--- config.mk ---
export PLATFORM = sky130hd
export DESIGN_NAME = raster_nmi_gen
export DESIGN_NICKNAME = d
export VERILOG_FILES = /design/src/rtl/raster_pkg.sv /design/src/rtl/raster_counter.sv /design/src/rtl/raster_window.sv /design/src/rtl/vblank_ctrl.sv /design/src/rtl/raster_nmi_gen.sv
export SDC_FILE = /design/constraint.sdc
export NUM_CORES = 1
export LEC_CHECK = 0
export BUFFER_PORTS_ARGS = -buffer_cell sky130_fd_sc_hd__buf_4
export CAP_MARGIN = 0
export CORE_MARGIN = 8
export CORE_UTILIZATION = 50
export CTS_BUF_LIST = sky130_fd_sc_hd__clkbuf_8
export DETAILED_ROUTE_END_ITERATION = 6
export GPL_ROUTABILITY_DRIVEN = 0
export GPL_TIMING_DRIVEN = 1
export PLACE_DENSITY = 0.9
export SYNTH_ARGS = -nofsm -noshare
export SYNTH_HDL_FRONTEND = slang
export SYNTH_HIERARCHICAL = 1
export SYNTH_SLANG_ARGS = --single-unit
--- constraint.sdc ---
create_clock -name clk_i -period 3.5 [get_ports clk_i]
set_input_delay 0.35 -clock clk_i [delete_from_list [all_inputs] [get_ports clk_i]]
set_output_delay 0.35 -clock clk_i [all_outputs]
set_load 0.02 [all_outputs]
--- src/rtl/raster_pkg.sv ---
package raster_pkg;
  typedef enum logic {
    SEL_CTRL = 1'b0,
    SEL_STAT = 1'b1
  } reg_sel_e;
endpackage

--- src/rtl/raster_counter.sv ---
module raster_counter #(
  parameter int DOTS     = 341,
  parameter int LINES    = 262,
  parameter int SET_LINE = 241,
  parameter int CLR_LINE = 261,
  parameter int DOT_W    = $clog2(DOTS),
  parameter int LINE_W   = $clog2(LINES)
) (
  input  logic              clk_i,
  input  logic              rst_ni,
  output logic [DOT_W-1:0]  dot_o,
  output logic [LINE_W-1:0] line_o,
  output logic              set_evt_o,
  output logic              clr_evt_o
);
  logic last_dot, last_line;

  assign last_dot  = dot_o == DOT_W'(DOTS - 1);
  assign last_line = line_o == LINE_W'(LINES - 1);

  always_ff @(posedge clk_i or negedge rst_ni) begin
    if (!rst_ni) begin
      dot_o  <= '0;
      line_o <= '0;
    end else if (last_dot) begin
      dot_o  <= '0;
      line_o <= last_line ? '0 : line_o + LINE_W'(1);
    end else begin
      dot_o <= dot_o + DOT_W'(1);
    end
  end

  // events fire on the edge that moves the counters onto the target dot
  assign set_evt_o = (line_o == LINE_W'(SET_LINE)) && (dot_o == '0);
  assign clr_evt_o = last_dot && (line_o == LINE_W'(CLR_LINE - 1));

  a_r2_dot_range: assert property (@(posedge clk_i) disable iff (!rst_ni)
    dot_o <= DOT_W'(DOTS - 1) && line_o <= LINE_W'(LINES - 1));
  a_r2_dot_step: assert property (@(posedge clk_i) disable iff (!rst_ni)
    !last_dot |=> dot_o == $past(dot_o) + DOT_W'(1) && $stable(line_o));
  a_r2_frame_wrap: assert property (@(posedge clk_i) disable iff (!rst_ni)
    (last_dot && last_line) |=> dot_o == '0 && line_o == '0);
endmodule

--- src/rtl/raster_window.sv ---
module raster_window #(
  parameter int VIS_W  = 256,
  parameter int VIS_H  = 240,
  parameter int DOT_W  = 9,
  parameter int LINE_W = 9,
  parameter int PX_W   = $clog2(VIS_W),
  parameter int PY_W   = $clog2(VIS_H)
) (
  input  logic [DOT_W-1:0]  dot_i,
  input  logic [LINE_W-1:0] line_i,
  output logic              visible_o,
  output logic [PX_W-1:0]   pix_x_o,
  output logic [PY_W-1:0]   pix_y_o
);
  logic [DOT_W-1:0] dot_m1;

  assign dot_m1 = dot_i - DOT_W'(1);

  always_comb begin
    visible_o = (dot_i != '0) && (dot_i <= DOT_W'(VIS_W)) && (line_i < LINE_W'(VIS_H));
    pix_x_o   = visible_o ? PX_W'(dot_m1) : '0;
    pix_y_o   = visible_o ? PY_W'(line_i) : '0;
  end
endmodule

--- src/rtl/vblank_ctrl.sv ---
module vblank_ctrl
  import raster_pkg::*;
#(
  parameter int DATA_W   = 8,
  parameter int EN_BIT   = 7,
  parameter int FLAG_BIT = 7
) (
  input  logic              clk_i,
  input  logic              rst_ni,
  input  logic              set_evt_i,
  input  logic              clr_evt_i,
  input  logic              wr_i,
  input  logic              rd_i,
  input  reg_sel_e          sel_i,
  input  logic [DATA_W-1:0] wdata_i,
  output logic [DATA_W-1:0] rdata_o,
  output logic              vblank_o,
  output logic              nmi_o
);
  logic [DATA_W-1:0] ctrl_q;
  logic [DATA_W-1:0] stat_w;
  logic rd_stat, wr_ctrl;

  assign rd_stat = rd_i && (sel_i == SEL_STAT);
  assign wr_ctrl = wr_i && (sel_i == SEL_CTRL);

  always_ff @(posedge clk_i or negedge rst_ni) begin
    if (!rst_ni)                     vblank_o <= 1'b0;
    else if (set_evt_i)              vblank_o <= 1'b1;
    else if (clr_evt_i || rd_stat)   vblank_o <= 1'b0;
  end

  always_ff @(posedge clk_i or negedge rst_ni) begin
    if (!rst_ni)      ctrl_q <= '0;
    else if (wr_ctrl) ctrl_q <= wdata_i;
  end

  assign stat_w  = DATA_W'(vblank_o) << FLAG_BIT;
  assign rdata_o = (sel_i == SEL_STAT) ? stat_w : ctrl_q;
  assign nmi_o   = vblank_o && ctrl_q[EN_BIT];

  a_r4_set: assert property (@(posedge clk_i) disable iff (!rst_ni)
    set_evt_i |=> vblank_o);
  a_r4_clear: assert property (@(posedge clk_i) disable iff (!rst_ni)
    clr_evt_i |=> !vblank_o);
  a_r6_read_clears: assert property (@(posedge clk_i) disable iff (!rst_ni)
    (rd_stat && !set_evt_i) |=> !vblank_o);
  a_r7_nmi_on_enable: assert property (@(posedge clk_i) disable iff (!rst_ni)
    (wr_ctrl && wdata_i[EN_BIT] && vblank_o && !clr_evt_i && !rd_stat) |=> nmi_o);
  a_r8_stat_write_ignored: assert property (@(posedge clk_i) disable iff (!rst_ni)
    (wr_i && sel_i == SEL_STAT) |=> $stable(ctrl_q));
endmodule

--- src/rtl/raster_nmi_gen.sv ---
module raster_nmi_gen
  import raster_pkg::*;
#(
  parameter int DOTS_PER_LINE   = 341,
  parameter int LINES_PER_FRAME = 262,
  parameter int VIS_W           = 256,
  parameter int VIS_H           = 240,
  parameter int VBL_SET_LINE    = 241,
  parameter int VBL_CLR_LINE    = 261,
  parameter int DATA_W          = 8,
  parameter int EN_BIT          = 7,
  parameter int FLAG_BIT        = 7,
  localparam int DOT_W          = $clog2(DOTS_PER_LINE),
  localparam int LINE_W         = $clog2(LINES_PER_FRAME),
  localparam int PX_W           = $clog2(VIS_W),
  localparam int PY_W           = $clog2(VIS_H)
) (
  input  logic              clk_i,
  input  logic              rst_ni,
  input  logic              reg_wr_i,
  input  logic              reg_rd_i,
  input  logic              reg_sel_i,
  input  logic [DATA_W-1:0] reg_wdata_i,
  output logic [DATA_W-1:0] reg_rdata_o,
  output logic [DOT_W-1:0]  dot_o,
  output logic [LINE_W-1:0] line_o,
  output logic              visible_o,
  output logic [PX_W-1:0]   pix_x_o,
  output logic [PY_W-1:0]   pix_y_o,
  output logic              vblank_o,
  output logic              nmi_o
);
  logic set_evt, clr_evt;
  reg_sel_e sel;

  assign sel = reg_sel_e'(reg_sel_i);

  raster_counter #(
    .DOTS(DOTS_PER_LINE), .LINES(LINES_PER_FRAME),
    .SET_LINE(VBL_SET_LINE), .CLR_LINE(VBL_CLR_LINE),
    .DOT_W(DOT_W), .LINE_W(LINE_W)
  ) u_cnt (
    .clk_i, .rst_ni, .dot_o, .line_o,
    .set_evt_o(set_evt), .clr_evt_o(clr_evt)
  );

  raster_window #(
    .VIS_W(VIS_W), .VIS_H(VIS_H), .DOT_W(DOT_W), .LINE_W(LINE_W),
    .PX_W(PX_W), .PY_W(PY_W)
  ) u_win (
    .dot_i(dot_o), .line_i(line_o), .visible_o, .pix_x_o, .pix_y_o
  );

  vblank_ctrl #(
    .DATA_W(DATA_W), .EN_BIT(EN_BIT), .FLAG_BIT(FLAG_BIT)
  ) u_vbl (
    .clk_i, .rst_ni, .set_evt_i(set_evt), .clr_evt_i(clr_evt),
    .wr_i(reg_wr_i), .rd_i(reg_rd_i), .sel_i(sel), .wdata_i(reg_wdata_i),
    .rdata_o(reg_rdata_o), .vblank_o, .nmi_o
  );

  // blanking and active picture never overlap
  a_r3_no_visible_in_blank: assert property (@(posedge clk_i) disable iff (!rst_ni)
    vblank_o |-> !visible_o);
  a_r5_nmi_needs_blank: assert property (@(posedge clk_i) disable iff (!rst_ni)
    nmi_o |-> vblank_o);
endmodule

* Word-level counts from Yosys, hierarchy flattened *
Index checks and enable logic that the tools add are counted.

operators by class
  add/subtract/negate cells = 3
  reductions and logical operators = 11
  equal/unequal tests = 4
  $lt $le $gt $ge = 2
  bitwise gates (word level) = 1
  muxes and demuxes = 7

operator list
  cell                   number
  $eq A9 B9 Y1 const B   3
  $mux W8                3
  $add A9 B1 Y9 const B  2
  $mux W9                2
  $eq A9 B8 Y1 const B   1
  $le A9 B9 Y1 const B   1
  $logic_not A9 Y1       1
  $lt A9 B8 Y1 const B   1
  $reduce_bool A9 Y1     1
  $sub A8 B1 Y8 const B  1
  $logic_and A1 B1 Y1    7
  $mux W1                2
  $reduce_bool A2 Y1     1
  $logic_or A1 B1 Y1     1
  $not A1 Y1             1

word-level totals
  bits of input ports = 13
  output and inout port bits = 45
  bits in registers = 27
  word-level logic and storage cells = 32

* Depth between registers and ports, before layout *
  depth after elaboration = 5
  mapped depth = 8
  mapped depth without buffers = 7

* By module *
The synthesis kept the hierarchy.

modules (own cells, without submodules)
  module          sequential area each (um2)  cells an instance  times used  area an instance (um2)
  raster_counter  450.4                       92                 1           948.4
  vblank_ctrl     225.2                       32                 1           485.5
  raster_window   0.0                         44                 1           367.9

* Least setup slack after synthesis *
No wires, ideal clock.

  kind = flip-flop to output port
  start = register u_cnt.dot_o[0]
  end = output port pix_y_o[0]
  data required time = 3,150 ps
  stages on the path, launching flop included = 7
  path buffers = 1
  arrival time = 2,360 ps
  setup slack = 790 ps
  cells stage by stage = dfrtp_1 -> inv_1 -> ha_1 -> or3b_2 -> or4b_4 -> buf_6 -> a21boi_0

between the ends
  word-level cells in the longest chain between the ends = 4
  elaborated cells on any way between the ends = 5
  classes of those cells = order compare (1); mux (1); reduce/logical (3)

RTL lines
  item                                                       RTL line              text
  from (decl)                                                raster_counter.sv:11  output logic [DOT_W-1:0] dot_o,
  from (signal assigned)                                     raster_counter.sv:29  dot_o <= dot_o + DOT_W'(1);
  $le A9 B9 Y1 / $reduce_bool A9 Y1 (equally long branches)  raster_window.sv:20   visible_o = (dot_i != '0) && (dot_i <= DOT_W'(VIS_W)) && (line_i < LINE_W'(VIS_H));
  $logic_and A1 B1 Y1 (*) (2 in a row)                       raster_window.sv:20
  $mux W8 (*)                                                raster_window.sv:22   pix_y_o = visible_o ? PY_W'(line_i) : '0;
  to (decl)                                                  raster_nmi_gen.sv:29  output logic [PY_W-1:0] pix_y_o,

Every way passes the cells marked *; elsewhere a longest branch is shown, timed or not.

* Worst setup path in the final report *
  start = register u_cnt.dot_o[0]
  end = output port pix_y_o[3]

Same word-level chain as after synthesis.

==> run_results.csv <==
group,metric,value,unit
routing,via_per_inst,5.39,
routing,drt_iter0_markers,97,
power,clock_power_share,29.4,%
synth,synth-seq-cells,27,
timing,clock_skew,0.00424,ns
timing,slew_viol_final,0,
worst_setup_path,required,3.15,ns
grt,antenna_found_initial,0,
floorplanning,die-area,5780,sq um
clock_tree,clkTransAtPathRegs,0.09,ns
routing,wl_met2,2030,um
synth,syn_nets,188,
worst_setup_path,critPathBufInv,2,
layout,nets,247,
worst_hold_path,hold_path_class,"in2reg",
worst_setup_path,crit_fanout,17,
routing,m1WireLength,1820,um
floorplanning,die_h,76.0,um
routing,drc,0,
floorplanning,rows,22,
placement,port_buffers,57,
timing,slew_headroom,61.6,%
clock_tree,root_buffer,"clkbuf_8",
synth,seq_area_frac_synth,37.5,%
worst_setup_path,crit_chain,"inv_1 -> ha_1 -> or3b_2 -> or4b_4 -> a21boi_0 -> buf_4",
routing,wl,4200,um
placement,place_hpwl,3210,um
grt,grt_pass1_vias,1529,
clock_tree,cts_buffers,3,
clock_tree,cts_tree,"built",
clock_tree,post_cts_buffers,0,
routing,dr_wl_met3,313,um
clock_tree,clk_latency,0.27,ns
synth,async_flop_share,100,%
floorplanning,initial_core_util,50.7,%
power,power.internal,0.452,mW
power,pwr-share-comb,13.8,%
synth,synth_edf_count,0,
timing,period_share,82.3,%
grt,grtUsageTotal,14.6,%
worst_setup_path,critPathMaxStageDelay,0.67,ns
power,leakagePower,1.07,nW
placement,place_inst,269,
clock_tree,cts.sinks,27,
synth,yosysUniqueCellTypes,45,
timing,min_period,2.88,ns
worst_setup_path,cp.arrival,2.53,ns
grt,grt_pass1_wl,7250,um
synth,synth_area,1800,sq um
layout,fill_cells,303,
routing,top_layer,"met4",
worst_setup_path,start_kind,"flop",
worst_setup_path,worstSetupEndpointType,"output port",
power,vdd.ir_drop.worst,191,uV
layout,drive_gt1_share,44.7,%
worst_setup_path,rrSetupSlack,1.39,ns
worst_setup_path,crit_slowest_cell,"or4b_4",
synth,syn_inst,168,
worst_setup_path,path_delay_family,"simple AND/OR/NAND/NOR gates",
worst_setup_path,crit_type,"reg2out",
synth,syn_avg_cell_area,10.7,sq um
timing,final_hold_viol_count,0,
clock_tree,h-tree-depth,1,
synth,synth_top_flop_cell,"dfrtp_1",
grt,grt_remaining_overflow,0,
layout,areaGrowthSynthToFinish,26.6,%
power,p_total,0.587,mW
timing,setup_tns,0,ns
routing,drtAntennaViolNets,0,
layout,insertedDiodeCount,0,
run,drv_cap,0,
routing,via_count,1477,
floorplanning,core,3550,sq um
power,seqPwrFrac,56.8,%
timing,fmax,347,MHz
power,power.density,257,nW/um^2
floorplanning,pin_count,58,
power,power_switching_share,23.1,%
clock_tree,cts_buffer_depth,2,
power,switchingPower,0.136,mW
floorplanning,die_w,76.0,um
timing,setup_viol,0,
routing,dr.pass1.iters,4,
synth,yosysWarnings,6,
outcome,status,"finished, final reports clean",
timing,worst_pin_slew,0.568,ns
grt,grt_max_degree,28,
layout,layout.cells.non_filler,274,
timing,grt_setup_unrepaired,"no",
routing,wl_per_cell,15.3,um
## path summary, 6_finish.rpt
check                                      from  cells after the start         endpoint
worst max-delay path             u_cnt/dot_o[0]                      6       pix_y_o[3]
worst min-delay path             reg_wdata_i[4]                      2  u_vbl/ctrl_q[4]
worst max register to register   u_cnt/dot_o[0]                      6  u_cnt/line_o[8]
worst min register to register  u_vbl/ctrl_q[5]                      1  u_vbl/ctrl_q[5]
max in group asynchronous                rst_ni                      2   u_cnt/dot_o[6]
min in group asynchronous                rst_ni                      2   u_vbl/vblank_o
## stage by stage
step                utilization [%]  hold slack (ns)  area [sq um]  worst slack [ns]
floorplan                         -           0.0544          1800             0.790
global placement               62.7            0.284          2230             0.993
detailed placement             62.7            0.289          2230             0.930
CTS                            64.2            0.297          2280             0.620
global route                   64.2            0.293          2280             0.486
finish                         64.2            0.303          2280             0.618
## cells by family after synthesis
kind of cell             count (synthesis)  share of synthesized area (%)
XOR/XNOR                                13                           6.32
AO/OA/AOI/OAI                           30                           12.9
adder cells (fa/ha/maj)                  7                           4.86
AND/OR/NAND/NOR                         66                           24.2
flip-flops                              27                           37.5
buffers and inverters                   15                           6.25
multiplexers                            10                           7.92
## cells in the mapped netlist, types with 2 or more instances
cell type | number | area share (%)
or3_1 | 4 | 1.4
xnor2_1 | 7 | 3.4
buf_12 | 2 | 2.2
o21ai_0 | 6 | 1.7
nand3_1 | 5 | 1.4
mux2_2 | 2 | 1.2
nor3b_1 | 2 | 0.83
or4_2 | 2 | 0.97
ha_1 | 7 | 4.9
buf_6 | 3 | 1.9
a22oi_2 | 3 | 2.1
mux2_4 | 8 | 6.7
dfrtp_1 | 27 | 38
or4b_4 | 2 | 1.5
nor2_1 | 13 | 2.7
inv_1 | 9 | 1.9
and2_1 | 2 | 0.69
nand2b_1 | 2 | 0.69
nor4_2 | 2 | 1.4
or4_1 | 2 | 0.83
nand4_1 | 4 | 1.4
a21oi_2 | 5 | 2.4
nand2_1 | 7 | 1.5
a21boi_0 | 7 | 2.9
and2b_2 | 7 | 3.4
a21o_1 | 2 | 0.83
nor3_1 | 3 | 0.83
xor2_1 | 6 | 2.9
## sequential cells by signal (all words and copies together) (netlist names)
signal,cells
u_cnt/dot_o,9
u_cnt/line_o,9
u_vbl/ctrl_q,8
u_vbl/vblank_o,1
## cell usage in the layout, fill, tap and decap left out, types with 2 or more instances in the layout
cell type / count
mux2_4: 8
nor3_1: 3
or4_2: 2
and2_1: 2
ha_1: 7
nand2b_1: 2
and2b_2: 7
or3_1: 4
xnor2_1: 7
a21o_1: 2
nor4_2: 2
a21oi_2: 5
nor2_1: 13
nand2_1: 7
or4_1: 2
a21boi_0: 7
o21ai_0: 6
mux2_2: 2
dfrtp_1: 27
a22oi_2: 3
or4b_4: 2
clkbuf_8: 3
nor3b_1: 2
nand3_1: 5
buf_4: 59
xor2_1: 6
inv_1: 10
nand4_1: 4
## routing by layer
metal,track usage (%),vias up
li1,-,711
met1,17.5,712
met2,24.0,50
met3,4.95,4
met4,4.12,0
met5,0,-
## timing repair
item,4_1_cts,5_1_grt
gates resized for setup,0,0
hold endpoints to repair,27,0
hold buffers,1,0
## power groups by stage
stage	Combinational [mW]	Clock, mW	Sequential (mW)
3_3_place_gp	0.0798	0	0.339
3_5_place_dp	0.0824	0	0.339
6_report	0.0810	0.173	0.333
4_1_cts	0.0832	0.179	0.333
2_1_floorplan	0.0514	0	0.336
5_1_grt	0.0872	0.191	0.335
## area by class of cell
| cell class | instances | area (sq um) | area share, % |
|---|---|---|---|
| multi-input cells | 126 | 1010 | 44.4 |
| flip-flops and latches | 27 | 676 | 29.6 |
| clock inverters | 1 | 3.75 | 0.165 |
| well taps | 48 | 60.1 | 2.63 |
| repair buffers | 60 | 453 | 19.9 |
| clock buffers | 3 | 41.3 | 1.81 |
| inverters | 9 | 33.8 | 1.48 |
(Power assumes the default switching activity.)
